`config.mk`:
```
export PLATFORM = sky130hd
export DESIGN_NAME = dq_current_reg
export DESIGN_NICKNAME = d
export VERILOG_FILES = /design/src/rtl/dqreg_pkg.sv /design/src/rtl/dqreg_ref.sv /design/src/rtl/dqreg_axis.sv /design/src/rtl/dq_current_reg.sv
export SDC_FILE = /design/constraint.sdc
export NUM_CORES = 2
export LEC_CHECK = 0
export BUFFER_PORTS_ARGS = -buffer_cell sky130_fd_sc_hd__buf_2
export CORE_AREA = 2 2 421 465
export CTS_CLUSTER_DIAMETER = 30
export DETAILED_ROUTE_END_ITERATION = 7
export DIE_AREA = 0 0 423 467
export GPL_TIMING_DRIVEN = 0
export PLACE_DENSITY = 0.66
export SYNTH_ARGS = -nofsm -noshare
export SYNTH_HDL_FRONTEND = slang
export SYNTH_SLANG_ARGS = --single-unit
```
`constraint.sdc`:
```
create_clock -name clk -period 44.8 [get_ports clk]
set_input_delay 4.48 -clock clk [delete_from_list [all_inputs] [get_ports clk]]
set_output_delay 4.48 -clock clk [all_outputs]
set_load 0.01 [all_outputs]
```
`src/rtl/dqreg_pkg.sv`:
```
package dqreg_pkg;

    // Fixed-point format shared by every stage
    localparam int DATA_W    = 16;   // Q1.15 currents and commands
    localparam int GAIN_W    = 16;   // unsigned gains
    localparam int GAIN_FRAC = 8;    // Q8.8
    localparam int WIDE_W    = 48;   // internal headroom
    localparam int NUM_AX    = 2;

    localparam logic [GAIN_W-1:0] KP_NOMINAL = 16'h0800;  // 8.0
    localparam logic [GAIN_W-1:0] KI_NOMINAL = 16'h0200;  // 2.0

    typedef enum int {
        AX_D = 0,
        AX_Q = 1
    } axis_e;

    typedef logic signed [WIDE_W-1:0] wide_t;

    typedef struct packed {
        wide_t d;
        wide_t q;
    } wide_pair_t;

    // Scale a wide value by an unsigned Q8.8 gain, flooring the fraction
    function automatic wide_t gain_mul(input wide_t x, input logic [GAIN_W-1:0] g);
        wide_t gx;
        gx = wide_t'({{(WIDE_W-GAIN_W){1'b0}}, g});
        return (x * gx) >>> GAIN_FRAC;
    endfunction

    function automatic wide_t clamp(input wide_t x, input wide_t lo, input wide_t hi);
        if (x > hi) return hi;
        if (x < lo) return lo;
        return x;
    endfunction

endpackage

```
`src/rtl/dqreg_ref.sv`:
```
module dqreg_ref
    import dqreg_pkg::*;
(
    input  logic signed [DATA_W-1:0] id_pv,
    input  logic signed [DATA_W-1:0] id_load,
    input  logic        [GAIN_W-1:0] kd,
    input  logic        [GAIN_W-1:0] kq,
    output wide_pair_t               tgt_o,
    output wide_pair_t               ff_o
);

    localparam wide_t IQ_TGT = '0;

    wide_t id_tgt;
    wide_t d_term;
    wide_t q_term;

    always_comb begin
        id_tgt  = wide_t'(id_pv) - wide_t'(id_load);
        d_term  = gain_mul(id_tgt, kd);
        q_term  = gain_mul(IQ_TGT, kq);
        tgt_o.d = id_tgt;
        tgt_o.q = IQ_TGT;
        ff_o.d  = d_term - q_term;
        ff_o.q  = d_term + q_term;
    end

endmodule

```
`src/rtl/dqreg_axis.sv`:
```
module dqreg_axis
    import dqreg_pkg::*;
(
    input  logic                     clk,
    input  logic                     rst,
    input  logic                     stb,
    input  logic                     clr,
    input  wide_t                    tgt_i,
    input  logic signed [DATA_W-1:0] meas_i,
    input  wide_t                    ff_i,
    input  logic        [GAIN_W-1:0] kp,
    input  logic        [GAIN_W-1:0] ki,
    input  logic        [DATA_W-1:0] lim,
    output logic signed [DATA_W-1:0] out_o
);

    localparam wide_t OUT_MAX = wide_t'((64'sd1 <<< (DATA_W-1)) - 64'sd1);
    localparam wide_t OUT_MIN = -wide_t'(64'sd1 <<< (DATA_W-1));

    wide_t acc;
    wide_t acc_n;
    wide_t err;
    wide_t p_term;
    wide_t i_inc;
    wide_t sum;
    wide_t out_n;
    wide_t lim_w;
    logic  sat_hi;
    logic  sat_lo;
    logic  wind;

    always_comb begin
        err    = tgt_i - wide_t'(meas_i);
        p_term = gain_mul(err, kp);
        i_inc  = gain_mul(err, ki);
        sum    = p_term + acc + ff_i;
        sat_hi = (sum > OUT_MAX);
        sat_lo = (sum < OUT_MIN);
        out_n  = sat_hi ? OUT_MAX : (sat_lo ? OUT_MIN : sum);
        wind   = (sat_hi && (i_inc > 0)) || (sat_lo && (i_inc < 0));
        lim_w  = wide_t'({{(WIDE_W-DATA_W){1'b0}}, lim});
        acc_n  = clamp(wind ? acc : (acc + i_inc), -lim_w, lim_w);
    end

    always_ff @(posedge clk) begin
        if (rst) begin
            acc   <= '0;
            out_o <= '0;
        end else begin
            if (stb) out_o <= out_n[DATA_W-1:0];
            if (clr)      acc <= '0;
            else if (stb) acc <= acc_n;
        end
    end


    acc_bound_chk: assert property (@(posedge clk) disable iff (rst)
        (stb && !clr) |=> ((acc <= $past(lim_w)) && (acc >= -$past(lim_w))));


    acc_clear_chk: assert property (@(posedge clk) disable iff (rst)
        clr |=> (acc == '0));


    windup_hold_chk: assert property (@(posedge clk) disable iff (rst)
        (stb && !clr && wind && (acc <= lim_w) && (acc >= -lim_w)) |=> (acc == $past(acc)));


    no_stb_acc_chk: assert property (@(posedge clk) disable iff (rst)
        (!stb && !clr) |=> $stable(acc));

endmodule

```
`src/rtl/dq_current_reg.sv`:
```
module dq_current_reg
    import dqreg_pkg::*;
(
    input  logic                     clk,
    input  logic                     rst,
    input  logic                     sample_stb,
    input  logic                     integ_clr,
    input  logic signed [DATA_W-1:0] id_pv,
    input  logic signed [DATA_W-1:0] id_load,
    input  logic signed [DATA_W-1:0] id_meas,
    input  logic signed [DATA_W-1:0] iq_meas,
    input  logic        [GAIN_W-1:0] kp,
    input  logic        [GAIN_W-1:0] ki,
    input  logic        [GAIN_W-1:0] kd,
    input  logic        [GAIN_W-1:0] kq,
    input  logic        [DATA_W-1:0] integ_lim,
    output logic signed [DATA_W-1:0] vd,
    output logic signed [DATA_W-1:0] vq,
    output logic                     out_vld
);

    wide_pair_t              tgt_pair;
    wide_pair_t              ff_pair;
    wide_t                   tgt_arr  [NUM_AX];
    wide_t                   ff_arr   [NUM_AX];
    logic signed [DATA_W-1:0] meas_arr [NUM_AX];
    logic signed [DATA_W-1:0] out_arr  [NUM_AX];

    dqreg_ref u_ref (
        .id_pv   (id_pv),
        .id_load (id_load),
        .kd      (kd),
        .kq      (kq),
        .tgt_o   (tgt_pair),
        .ff_o    (ff_pair)
    );

    always_comb begin
        tgt_arr[AX_D]  = wide_t'(tgt_pair.d);
        tgt_arr[AX_Q]  = wide_t'(tgt_pair.q);
        ff_arr[AX_D]   = wide_t'(ff_pair.d);
        ff_arr[AX_Q]   = wide_t'(ff_pair.q);
        meas_arr[AX_D] = id_meas;
        meas_arr[AX_Q] = iq_meas;
    end

    for (genvar g = 0; g < NUM_AX; g++) begin : g_axis
        dqreg_axis u_axis (
            .clk    (clk),
            .rst    (rst),
            .stb    (sample_stb),
            .clr    (integ_clr),
            .tgt_i  (tgt_arr[g]),
            .meas_i (meas_arr[g]),
            .ff_i   (ff_arr[g]),
            .kp     (kp),
            .ki     (ki),
            .lim    (integ_lim),
            .out_o  (out_arr[g])
        );
    end

    assign vd = out_arr[AX_D];
    assign vq = out_arr[AX_Q];

    always_ff @(posedge clk) begin
        if (rst) out_vld <= 1'b0;
        else     out_vld <= sample_stb;
    end


    vld_after_stb_chk: assert property (@(posedge clk) disable iff (rst)
        sample_stb |=> out_vld);


    vld_quiet_chk: assert property (@(posedge clk) disable iff (rst)
        !sample_stb |=> !out_vld);


    out_hold_chk: assert property (@(posedge clk) disable iff (rst)
        !sample_stb |=> ($stable(vd) && $stable(vq)));

endmodule

```
==> After elaboration in Yosys (flattened, before gate mapping) <==
Cells that the tools add are included.
{ "op_classes": {"addsub": 10, "n_mul": 5, "n_lt_le_gt_ge": 12, "muxes": 20, "n_reduce_logical": 7} }
{ "op_table": {"columns": ["operator", "count"], "rows": [
  ["$mux W48", 10],
  ["$mul A17 B17 Y34", 3],
  ["$add A40 B48 Y48", 2],
  ["$add A48 B26 Y48", 2],
  ["$add A48 B40 Y48", 2],
  ["$gt A48 B16 Y1 const B", 2],
  ["$gt A48 B17 Y1", 2],
  ["$lt A48 B16 Y1 const B", 2],
  ["$lt A48 B48 Y1", 2],
  ["$gt A40 B1 Y1 const B", 2],
  ["$lt A40 B1 Y1 const B", 2],
  ["$mul A18 B17 Y35", 2],
  ["$mux W16", 4],
  ["$neg A16 Y48", 1],
  ["$sub A17 B16 Y18", 1],
  ["$sub A1 B16 Y17 const A", 1],
  ["$sub A16 B16 Y17", 1],
  ["$mux W1", 6],
  ["$logic_and A1 B1 Y1", 4],
  ["$logic_or A1 B1 Y1", 2],
  ["$reduce_or A2 Y1", 1]
]} }
{ "word_totals": {"regBits": 129, "output_inout_bits": 33} }

==> Logic depth before layout (Yosys ltp) <==
{ "logic_depth": {"depth_word": 14, "depth_mapped": 87} }

==> By module <==
From an unflattened synthesis, not the netlist that was laid out.
{ "hier_totals": {"cells_unflattened": 14418, "hier_area_um2": 119330.7} }
{ "by_module_without_submodules": {"columns": ["module", "instances", "cells_per_inst", "area_per_inst_um2"], "rows": [
  ["dqreg_axis at g_axis[0].u_axis", 1, 6484, 53606.4],
  ["dqreg_axis at g_axis[1].u_axis", 1, 6506, 53457.5],
  ["dqreg_ref", 1, 1426, 12233.0],
  ["dq_current_reg", 1, 2, 33.8]
]} }

==> Worst setup path before layout <==
Ideal clock, no wire load.
{ "synth_timing": {"kind": "input -> register", "startpoint": "in id_pv[0]", "endpoint": "reg g_axis[0].u_axis.acc[22]", "setup_time_ns": 0.096, "arrival_ns": 28.507, "path_slack_ns": 16.197, "stages": 73, "n_path_buf": 5, "path_cell_list": "inv_1 -> ha_1 -> fa_1 -> nor2b_1 -> o21ai_0 -> a21boi_0 -> o21ai_0 -> a21boi_0 -> o21ai_0 -> a21boi_0 -> o21ai_0 -> a21boi_0 -> o21ai_0 -> nand2b_1 -> a21o_1 -> a21o_1 -> xor2_1 -> clkbuf_1 -> (+37 left out) -> ha_1 -> nand3_1 -> o221ai_1 -> a21o_1 -> a21oi_1 -> o21ai_0 -> a21oi_1 -> o211ai_1 -> or4_1 -> or4b_1 -> or4_1 -> or4b_1 -> nor4_2 -> a311o_1 -> a21o_2 -> nand2_4 -> buf_6 -> o41ai_2"} }
{ "synth_via": {"elab_chain_len": 14, "word_cells_on_any_way": 24, "classes_between": "add/sub (5); mul (3); order compare (6); mux (7); reduce/logical (3)"} }
{ "synth_lines": {"columns": ["item", "line", "text"], "rows": [
  ["from (decl)", "dq_current_reg.sv:8", "input logic signed [DATA_W-1:0] id_pv,"],
  ["$sub A16 B16 Y17 *", "dqreg_ref.sv:19", "id_tgt = wide_t'(id_pv) - wide_t'(id_load);"],
  ["$sub A17 B16 Y18", "dqreg_axis.sv:33", "err = tgt_i - wide_t'(meas_i);"],
  ["$mul A18 B17 Y35", "dqreg_pkg.sv:29", "return (x * gx) >>> GAIN_FRAC;"],
  ["$add A40 B48 Y48", "dqreg_axis.sv:36", "sum = p_term + acc + ff_i;"],
  ["$add A48 B26 Y48", "dqreg_axis.sv:36", null],
  ["$gt A48 B16 Y1 / $lt A48 B16 Y1 (equally long branches)", "dqreg_axis.sv:37, dqreg_axis.sv:38", null],
  ["$logic_and A1 B1 Y1", "dqreg_axis.sv:40", "wind = (sat_hi && (i_inc > 0)) || (sat_lo && (i_inc < 0));"],
  ["$logic_or A1 B1 Y1", "dqreg_axis.sv:40", null],
  ["$mux W48 *", "dqreg_axis.sv:42", "acc_n = clamp(wind ? acc : (acc + i_inc), -lim_w, lim_w);"],
  ["$lt A48 B48 Y1", "dqreg_pkg.sv:34", "if (x < lo) return lo;"],
  ["$mux W1 (2 in series)", "dqreg_pkg.sv:34", null],
  ["$mux W48", "dqreg_pkg.sv:35", "return x;"],
  ["$mux W48 *", "dqreg_pkg.sv:34", null],
  ["to (signal assigned)", "dqreg_axis.sv:52", "else if (stb) acc <= acc_n;"],
  ["to (decl)", "dqreg_axis.sv:20", "wide_t acc;"]
]} }
Mark *: on every way between the ends. The rest lies on a longest branch, timed or not. The select of a mux whose other input is x is not followed.
A chain may end at the register's enable or synchronous reset.

==> Final worst setup path <==
{ "layout_timing": {"startpoint": "in id_pv[0]", "endpoint": "reg g_axis[0].u_axis.acc[8]"} }
Same word-level chain as after synthesis.

==> impl_metrics.ini <==
[status]
status = finished, violations left
violations = design-rule violations, max-capacitance violations, max-slew violations

[grt]
grt_start_max_net_pins = 23
grt_pass1_vias = 66900
grt_pass1_wl_mm = 405
gr-total-overflow = 0
grt_antenna_before_repair = 24
grt.total_usage = 0.269

[worst_setup_path]
r2r-start = g_axis[0].u_axis.acc[1]$_SDFFE_PP0P_
cp-start-kind = input pin
cp-end-kind = register
critPathMaxFanout = 10
worstPathRequired_ps = 45160
cp_slowest_cell = xnor2_1
cp.arrival_ps = 28940
reg2reg_slack_ps = 31960
r2r_end = g_axis[0].u_axis.acc[8]$_SDFFE_PP0P_
cp_slowest_stage_delay_ps = 940
path_class = in2reg
reg2regPathDepth = 36
critPathBufInv = 11
crit_family = compound AO/OA/AOI/OAI gates

[timing]
fin_tns_setup_ps = 0
setup-violations-final = 0
fin_crit_ps = 28570
finalCritPeriodShare = 0.638
clock_skew_ps = 16.7
timing.hold.ws_ps = 462
grt_setup_unrepaired = no
max_freq_mhz = 35.0
slew_headroom = -0.0197
hold_viol = 0
slew_violations = 3
worst_pin_slew_ps = 1520

[detailed_routing]
wl_mm = 264
ant_nets = 0
wl_per_cell_um = 22.5
drt-initial-drc-count = 5491
drt_pass1_iterations = 8
via_per_inst = 5.50
drc = 6
vias = 64700

[worst_hold_path]
hold_start = g_axis[1].u_axis.out_o[1]$_SDFFE_PP0P_
min_delay_path_depth = 2
min_to = g_axis[1].u_axis.out_o[1]$_SDFFE_PP0P_
hp-class = reg2reg

[place]
placed_cell_area_mm2 = 0.0808
place.gp.congestion = 1.03
portBuffers = 138
hpwlAfterDp_mm = 229

[die]
rows = 169
ios = 181
die_h_um = 467
fp.dieW_um = 423
dieArea_mm2 = 0.198
coreArea_mm2 = 0.192
start_util = 0.398

[logic_synthesis]
async_reset_ff_frac = 0
ys_warn_count = 0
synth_area_leaders = fa_1 39%, ha_1 13%, inv_1 8.6%
yosysTopAreaCell = fa_1
syn-instance-count = 9001
syn_avg_cell_area_um2 = 8.52
synth-edff-count = 0
synth_top_cell_area_share = 0.393
synth_fp_nets = 11400
ys_types = 94
synth_seq_cells = 129
synth.cell_area_mm2 = 0.0767
yosysSeqAreaShare = 0.0337
synth-main-ff-cell = dfxtp_1

[flow_run]
maxCapViolations = 1

[final_layout]
syn2layout_area_growth_pct = 6.15
design_area_mm2 = 0.0814
regArea_mm2 = 0.00258
final_util = 0.423
layout_common_cells = 1759 x inv_1, 1507 x fa_1, 1018 x nand2_1
multi_input_area_mm2 = 0.0660
finalNetCount = 11600
drive_gt1_frac = 0.0342
final_common_cell = inv_1
n_fill_cell = 19400

[cts]
htree_levels = 4
path_clk_slew_ps = 70
clkSinkCount = 129
hold_buffers = 0
post_cts_buffers = 0
cts_resized = 0
numCtsBuffers = 17
cts_tree = yes
cts_buffer_depth = 2
clockRootBuffer = clkbuf_16
clock_latency_ps = 480
==> tightest hold or removal path: cells and delay by family, from the launching register on <==
kind / cells / cell delay, ps
AOI/OAI and AO/OA: 1 / 50
and+or+nand+nor: 1 / 60
DFF: 1 / 310
==> cell usage after synthesis (all sizes together) (156+ instances only) <==
master	number
inv	1759
fa	1507
nand2	1019
ha	778
and2	547
clkbuf	368
nor2	358
a21oi	323
xnor2	240
o21ai	231
a21o	191
nand3	156
==> worst max path at each step <==
stage,cells after the start,start,end,slack [ps]
floorplan,73,id_pv[0],g_axis[0].u_axis.acc[22]$_SDFFE_PP0P_,16200
global placement,72,id_pv[0],g_axis[0].u_axis.acc[11]$_SDFFE_PP0P_,7400
detailed placement,82,id_pv[0],g_axis[0].u_axis.acc[8]$_SDFFE_PP0P_,16150
CTS,82,id_pv[0],g_axis[0].u_axis.acc[8]$_SDFFE_PP0P_,16580
global route,83,id_pv[0],g_axis[0].u_axis.acc[44]$_SDFFE_PP0P_,15130
finish,82,id_pv[0],g_axis[0].u_axis.acc[8]$_SDFFE_PP0P_,16230
==> flip-flops by register name, indices dropped and copies added, names as in the netlist <==
signal / flops
g_axis.u_axis.acc: 96
g_axis.u_axis.out_o: 32
out_vld: 1
==> cells by family (layout without fill, tap and decap cells) <==
group	after synthesis	count (layout)	share of synthesized area
flip-flops	129	129	0.0337
XOR/XNOR	326	326	0.0374
buffers and inverters	2162	2341	0.106
multiplexers	89	89	0.0125
AO/OA/AOI/OAI	1331	1331	0.117
other	0	11	0
AND/OR/NAND/NOR	2673	2673	0.171
adder cells (fa/ha/maj)	2291	2291	0.521
==> per-stage QoR <==
stage | setup WS [ps] | std cells
2_1_floorplan | 16200 | 9001
3_3_place_gp | 7400 | 11700
6_report | 16230 | 11800
3_5_place_dp | 16150 | 11700
5_1_grt | 15130 | 11700
4_1_cts | 16580 | 11700
==> cell type report <==
cell class / instances / share of cell area
plain buffers: 402 / 0.0192
clock buffers: 20 / 0.00561
clock inverters: 10 / 0.00168
inverters: 1760 / 0.0812
well taps: 2565 / 0.0394
flip-flops and latches: 129 / 0.0317
diodes: 11 / 0.000338
multi-input cells: 6710 / 0.811
repair buffers: 149 / 0.0103
==> per-layer routing <==
metal  vias to the layer above  track usage  part of all wire
met1                     32700        0.339              0.39
met5                         -      0.00362           0.00075
met4                        22        0.140             0.064
li1                      28900            -                 -
met3                       546       0.0415             0.074
met2                      2473        0.445              0.47
Power is not shown: default switching activity piles up to over one toggle a cycle in this logic, so the estimate is an artifact.
